File: src/rtl/refresh_pkg.sv
package refresh_pkg;
  typedef enum logic [2:0] {
    ST_IDLE, ST_PENDING, ST_PRECHARGE_ALL, ST_REFRESH, ST_RECOVER
  } rf_state_e;

  typedef enum logic [1:0] {
    CMD_NOP  = 2'b00,
    CMD_PREA = 2'b01,
    CMD_REF  = 2'b10
  } rf_cmd_e;
endpackage

File: src/rtl/refresh_interval.sv
module refresh_interval #(
  parameter int NOMINAL_CYCLES = 1600,
  parameter int OWED_MAX       = 9,
  parameter int OWED_W         = 4
) (
  input  logic              clk_i,
  input  logic              rst_ni,
  input  logic              dec_i,
  output logic [OWED_W-1:0] owed_o,
  output logic              owed_nz_o
);
  localparam int NOM_W = $clog2(NOMINAL_CYCLES);

  logic [NOM_W-1:0]  cnt_q;
  logic [OWED_W-1:0] owed_q;
  logic              tick;

  assign tick = (cnt_q == NOM_W'(NOMINAL_CYCLES - 1));

  always_ff @(posedge clk_i or negedge rst_ni) begin
    if (!rst_ni) cnt_q <= '0;
    else if (tick) cnt_q <= '0;
    else cnt_q <= cnt_q + 1'b1;
  end

  always_ff @(posedge clk_i or negedge rst_ni) begin
    if (!rst_ni) owed_q <= '0;
    else if (tick && !dec_i && owed_q != OWED_W'(OWED_MAX)) owed_q <= owed_q + 1'b1;
    else if (dec_i && !tick && owed_q != '0) owed_q <= owed_q - 1'b1;
  end

  assign owed_o    = owed_q;
  assign owed_nz_o = (owed_q != '0);


  owed_sat_chk: assert property (@(posedge clk_i) disable iff (!rst_ni)
    owed_q <= OWED_W'(OWED_MAX));


  owed_step_chk: assert property (@(posedge clk_i) disable iff (!rst_ni)
    (owed_q != OWED_W'(OWED_MAX)) |=> (owed_q <= $past(owed_q) + 1'b1));
endmodule

File: src/rtl/refresh_age.sv
module refresh_age #(
  parameter int DEADLINE_CYCLES = 14000,
  parameter int AGE_W           = 14
) (
  input  logic clk_i,
  input  logic rst_ni,
  input  logic clear_i,
  output logic due_o
);
  logic [AGE_W-1:0] age_q;

  always_ff @(posedge clk_i or negedge rst_ni) begin
    if (!rst_ni) age_q <= '0;
    else if (clear_i) age_q <= '0;
    else if (age_q != AGE_W'(DEADLINE_CYCLES)) age_q <= age_q + 1'b1;
  end

  assign due_o = (age_q == AGE_W'(DEADLINE_CYCLES));


  due_clear_chk: assert property (@(posedge clk_i) disable iff (!rst_ni)
    clear_i |=> !due_o);


  due_hold_chk: assert property (@(posedge clk_i) disable iff (!rst_ni)
    (due_o && !clear_i) |=> due_o);
endmodule

File: src/rtl/refresh_seq.sv
module refresh_seq
  import refresh_pkg::*;
#(
  parameter int T_RP   = 4,
  parameter int T_RFC  = 26,
  parameter int WAIT_W = 5
) (
  input  logic       clk_i,
  input  logic       rst_ni,
  input  logic       owed_nz_i,
  input  logic       due_i,
  input  logic       defer_i,
  input  logic       grant_i,
  output logic       req_o,
  output logic       busy_o,
  output logic [1:0] cmd_o,
  output logic       ref_o
);
  rf_state_e         state_q, state_d;
  logic [WAIT_W-1:0] wcnt_q, wcnt_d;
  logic              rp_done, rfc_done;

  assign rp_done  = (wcnt_q == WAIT_W'(T_RP - 1));
  assign rfc_done = (wcnt_q == WAIT_W'(T_RFC - 1));

  always_comb begin
    state_d = state_q;
    wcnt_d  = wcnt_q;
    unique case (state_q)
      ST_IDLE: if (owed_nz_i) state_d = ST_PENDING;
      ST_PENDING: begin
        if (due_i || (grant_i && !defer_i)) begin
          state_d = ST_PRECHARGE_ALL;
          wcnt_d  = '0;
        end
      end
      ST_PRECHARGE_ALL: begin
        if (rp_done) begin
          state_d = ST_REFRESH;
          wcnt_d  = '0;
        end else wcnt_d = wcnt_q + 1'b1;
      end
      ST_REFRESH: begin
        state_d = ST_RECOVER;
        wcnt_d  = '0;
      end
      ST_RECOVER: begin
        if (rfc_done) begin
          wcnt_d = '0;
          // banks are still closed: chain further refreshes without precharge
          if (owed_nz_i && (!defer_i || due_i)) state_d = ST_REFRESH;
          else if (owed_nz_i)                   state_d = ST_PENDING;
          else                                  state_d = ST_IDLE;
        end else wcnt_d = wcnt_q + 1'b1;
      end
      default: state_d = ST_IDLE;
    endcase
  end

  always_ff @(posedge clk_i or negedge rst_ni) begin
    if (!rst_ni) begin
      state_q <= ST_IDLE;
      wcnt_q  <= '0;
    end else begin
      state_q <= state_d;
      wcnt_q  <= wcnt_d;
    end
  end

  assign req_o  = (state_q == ST_PENDING);
  assign busy_o = (state_q == ST_PRECHARGE_ALL) || (state_q == ST_REFRESH) ||
                  (state_q == ST_RECOVER);
  assign ref_o  = (state_q == ST_REFRESH);

  always_comb begin
    cmd_o = CMD_NOP;
    if (state_q == ST_PRECHARGE_ALL && wcnt_q == '0) cmd_o = CMD_PREA;
    else if (state_q == ST_REFRESH)                  cmd_o = CMD_REF;
  end


  req_busy_excl_chk: assert property (@(posedge clk_i) disable iff (!rst_ni)
    !(req_o && busy_o));


  deadline_force_chk: assert property (@(posedge clk_i) disable iff (!rst_ni)
    (req_o && due_i) |=> (cmd_o == CMD_PREA));


  defer_hold_chk: assert property (@(posedge clk_i) disable iff (!rst_ni)
    (req_o && defer_i && !due_i) |=> req_o);


  ref_closed_chk: assert property (@(posedge clk_i) disable iff (!rst_ni)
    (cmd_o == CMD_REF) |-> $past(busy_o));
endmodule

File: src/rtl/refresh_sched.sv
module refresh_sched
  import refresh_pkg::*;
#(
  parameter int NOMINAL_CYCLES  = 1600,
  parameter int DEADLINE_CYCLES = 14000,
  parameter int T_RP            = 4,
  parameter int T_RFC           = 26
) (
  input  logic       clk_i,
  input  logic       rst_ni,
  input  logic       defer_i,
  input  logic       grant_i,
  output logic       req_o,
  output logic [1:0] cmd_o,
  output logic       busy_o
);
  localparam int OWED_MAX = DEADLINE_CYCLES / NOMINAL_CYCLES + 1;
  localparam int OWED_W   = $clog2(OWED_MAX + 1);
  localparam int AGE_W    = $clog2(DEADLINE_CYCLES + 1);
  localparam int WAIT_MAX = (T_RP > T_RFC) ? T_RP : T_RFC;
  localparam int WAIT_W   = $clog2(WAIT_MAX + 1);

  logic [OWED_W-1:0] owed;
  logic              owed_nz, due, ref_issue;

  refresh_interval #(
    .NOMINAL_CYCLES(NOMINAL_CYCLES), .OWED_MAX(OWED_MAX), .OWED_W(OWED_W)
  ) u_interval (
    .clk_i(clk_i), .rst_ni(rst_ni), .dec_i(ref_issue),
    .owed_o(owed), .owed_nz_o(owed_nz)
  );

  refresh_age #(
    .DEADLINE_CYCLES(DEADLINE_CYCLES), .AGE_W(AGE_W)
  ) u_age (
    .clk_i(clk_i), .rst_ni(rst_ni), .clear_i(ref_issue), .due_o(due)
  );

  refresh_seq #(
    .T_RP(T_RP), .T_RFC(T_RFC), .WAIT_W(WAIT_W)
  ) u_seq (
    .clk_i(clk_i), .rst_ni(rst_ni), .owed_nz_i(owed_nz), .due_i(due),
    .defer_i(defer_i), .grant_i(grant_i), .req_o(req_o), .busy_o(busy_o),
    .cmd_o(cmd_o), .ref_o(ref_issue)
  );


  burst_retire_chk: assert property (@(posedge clk_i) disable iff (!rst_ni)
    (cmd_o == CMD_REF && owed != '0) |=> (owed <= $past(owed)));
endmodule

File: config.mk
export PLATFORM = sky130hd
export DESIGN_NAME = refresh_sched
export DESIGN_NICKNAME = d
export VERILOG_FILES = /design/src/rtl/refresh_pkg.sv /design/src/rtl/refresh_interval.sv /design/src/rtl/refresh_age.sv /design/src/rtl/refresh_seq.sv /design/src/rtl/refresh_sched.sv
export SDC_FILE = /design/constraint.sdc
export NUM_CORES = 1
export LEC_CHECK = 0
export CORE_MARGIN = 2
export CORE_UTILIZATION = 45
export CTS_CLUSTER_SIZE = 10
export DETAILED_ROUTE_END_ITERATION = 12
export PLACE_DENSITY_LB_ADDON = 0.1
export SYNTH_ARGS = -nofsm -noshare
export SYNTH_HDL_FRONTEND = slang
export SYNTH_SLANG_ARGS = --single-unit
File: constraint.sdc
create_clock -name clk_i -period 6.16 [get_ports clk_i]
set_input_delay 1.848 -clock clk_i [delete_from_list [all_inputs] [get_ports clk_i]]
set_output_delay 1.848 -clock clk_i [all_outputs]
set_load 0.005 [all_outputs]
==> run_results.csv <==
group,metric,value,unit
clock_network,clk_latency,290,ps
power_and_ir_drop,peakVddDrop,0.134,mV
clock_network,cts_resized,0,
timing,hold_viol,0,
floorplan,initial_core_util,47.5,%
logic_synthesis,synthCells,214,
power_and_ir_drop,p_comb_share,1.4,%
timing,tightest_slew,832,ps
place,gp_congestion,0.789,
routing,drt_iter0_markers,118,
global_route,antenna_found_initial,0,
routing,routed_wl,4120,um
routing,drt_pass1_iterations,5,
clock_network,cts_made_buffers,5,
clock_network,clock-sinks,37,
final_layout,register_area,926,um2
global_route,grt_pass1_vias,1685,
logic_synthesis,avgSynthCellArea,9.86,um2
logic_synthesis,synth_warnings,0,
global_route,grt_pass1_wl,7220,um
min_path,hold_path_class,"register to register",
routing,ant_nets,0,
status,status,"complete, no violations",
power_and_ir_drop,p_sw_share,18.4,%
worst_setup_path,arrival,2060,ps
timing,period_minus_slack,3910,ps
timing,finalMaxSlewViolations,0,
power_and_ir_drop,clock_power_share,49.7,%
clock_network,htree_levels,2,
worst_setup_path,start_kind,"register",
clock_network,cts_setup_buffers,0,
logic_synthesis,syn_nets,227,
power_and_ir_drop,p_leak,1.00,nW
routing,vias_per_cell,5.94,
floorplan,rows,24,
run,max-cap-violations,0,
clock_network,clockBufferDepth,2,
logic_synthesis,synthArstFlopShare,100,%
global_route,grt_max_degree,38,
logic_synthesis,syn_area,0.00211,mm2
clock_network,cts_tree,"yes",
timing,fin_skew,4.18,ps
power_and_ir_drop,p_int,0.406,mW
routing,drc_errors,0,
final_layout,drive_gt1_share,8.85,%
routing,wire_per_inst,14.8,um
logic_synthesis,ys_types,49,
power_and_ir_drop,pwr-share-seq,48.8,%
timing,slew_headroom,44.0,%
place,placed_cells,270,
logic_synthesis,synth-edff-count,0,
clock_network,cts_root_buffer,"clkbuf_8",
place,placed_area,0.00224,mm2
final_layout,fin_area,0.00237,mm2
place,port_buffers,7,
clock_network,ctsHoldBuffers,0,
final_layout,fillers,426,
floorplan,die_h,72.5,um
power_and_ir_drop,p_total,0.497,mW
worst_setup_path,path_max_fanout,19,
place,dp_hpwl,2970,um
power_and_ir_drop,p_switching,0.0914,mW
global_route,track_usage,17.7,%
final_layout,multi_input_area,0.00113,mm2
logic_synthesis,synth_seq_cells,37,
timing,clock.fmax,256,MHz
floorplan,core,0.00444,mm2
timing,period_share,63.4,%
timing,whs,453,ps
worst_setup_path,endpoint_kind,"output pin",
timing,setup-violations-final,0,
worst_setup_path,path_class,"register to output pin",
routing,via_count,1651,
global_route,gr-total-overflow,0,
final_layout,finalNonFillerCells,278,
worst_setup_path,cp_data_required_time,4310,ps
floorplan,ioPinCount,8,
timing,setup_tns,0,ps
floorplan,die_x,72.5,um
timing,rsz0062_at_grt,"false",
clock_network,clk_pin_slew,70,ps
final_layout,diodes,0,
logic_synthesis,synth_ff_type,"dfrtp_1",
floorplan,fp.dieArea,0.00525,mm2
final_layout,layout.nets,238,
logic_synthesis,synth-seq-area-share,43.9,%
final_layout,area_growth,12.4,%
power_and_ir_drop,p_per_area,209,mW/mm2
## kinds of logic after synthesis
kind of cell	Yosys count	synth area share, %
buf+inv	15	2.79
compound gates	36	11.8
mux	7	3.56
xor+xnor	19	7.88
simple gates	91	24.4
flops	37	43.9
fa+ha+maj	9	5.69
## layer usage
layer  global-route usage [%]  vias to the layer above  share of wire (%)
li1                         -                      796                  -
met1                     21.2                      805                 45
met2                     29.2                       44                 48
met3                     5.42                        6                4.8
met4                     8.64                        0                1.5
met5                        0                        -                  0
## metrics by stage
| step | utilization [%] | setup slack, ps |
|---|---|---|
| floorplan | - | 3150 |
| detailed placement | 50.4 | 2560 |
| CTS | 53.4 | 2220 |
| finish | 53.4 | 2250 |
| global placement | 50.4 | 2620 |
| global route | 53.4 | 2040 |
## layout make-up
| type | instances | area share [%] |
|---|---|---|
| Multi-Input combinational cell | 162 | 47.4 |
| Clock buffer | 5 | 2.90 |
| Clock inverter | 3 | 2.74 |
| Timing Repair Buffer | 9 | 3.58 |
| Inverter | 10 | 1.58 |
| Sequential cell | 37 | 39.0 |
| Tap cell | 52 | 2.74 |
## flip-flops by register name, summed over array words and instances (netlist names)
register / flops
u_seq.state_q: 3
u_age.age_q: 14
u_seq.wcnt_q: 5
u_interval.owed_o: 4
u_interval.cnt_q: 11
## cells in the mapped netlist, drive strengths merged, types with 4 or more instances
| cell | instances | area, um2 |
|---|---|---|
| a21oi | 8 | 40.0 |
| nand4 | 6 | 37.5 |
| nand2 | 9 | 33.8 |
| xnor2 | 9 | 78.8 |
| o21ai | 9 | 45.0 |
| nor2 | 22 | 82.6 |
| mux2 | 4 | 45.0 |
| ha | 8 | 100 |
| and3 | 6 | 37.5 |
| xor2 | 10 | 87.6 |
| or3 | 5 | 31.3 |
| dfrtp | 37 | 926 |
| inv | 9 | 33.8 |
| nand2b | 5 | 31.3 |
| nand3 | 12 | 60.1 |
| nor4 | 6 | 43.8 |
## layout by cell type, fill, tap and decap left out, drive strengths merged, types with 3 or more instances in the layout
cell / instances
dfrtp: 37
nor2: 22
nand3: 12
xor2: 10
inv: 9
nand2: 9
xnor2: 9
o21ai: 9
a21oi: 8
ha: 8
clkdlybuf4s50: 7
and3: 6
nand4: 6
nor4: 6
nand2b: 5
or3: 5
clkbuf: 5
mux2: 4
nand3b: 3
and2: 3
mux2i: 3
## path summary, 6_finish.rpt
check                                                    to                     startpoint  cells after the start  slack [ps]
setup / recovery                                   cmd_o[1]   u_seq.state_q[1]$_DFFE_PN0P_                      3        2250
hold / removal                u_interval.cnt_q[0]$_DFF_PN0_  u_interval.cnt_q[0]$_DFF_PN0_                      1         450
setup reg to reg           u_interval.owed_o[3]$_DFFE_PN0P_   u_seq.state_q[1]$_DFFE_PN0P_                      9        3060
hold reg to reg               u_interval.cnt_q[0]$_DFF_PN0_  u_interval.cnt_q[0]$_DFF_PN0_                      1         450
max in group asynchronous      u_seq.state_q[0]$_DFFE_PN0P_                         rst_ni                      2        3850
min in group asynchronous  u_interval.owed_o[1]$_DFFE_PN0P_                         rst_ni                      2        1980
## power groups by stage
stage,sequential (mW),combinational [mW],clock [mW]
global route,0.243,0.00821,0.267
floorplan,0.248,0.000100,0
CTS,0.243,0.00754,0.254
detailed placement,0.247,0.00754,0
global placement,0.247,0.00735,0
finish,0.243,0.00708,0.247
## critical path, cell delays in order, from the launching register on
cell and delay, ps:
dfrtp_1 500, nand3b_1 230, clkinv_1 440, clkdlybuf4s50_1 590
(Power assumes the default switching activity.)
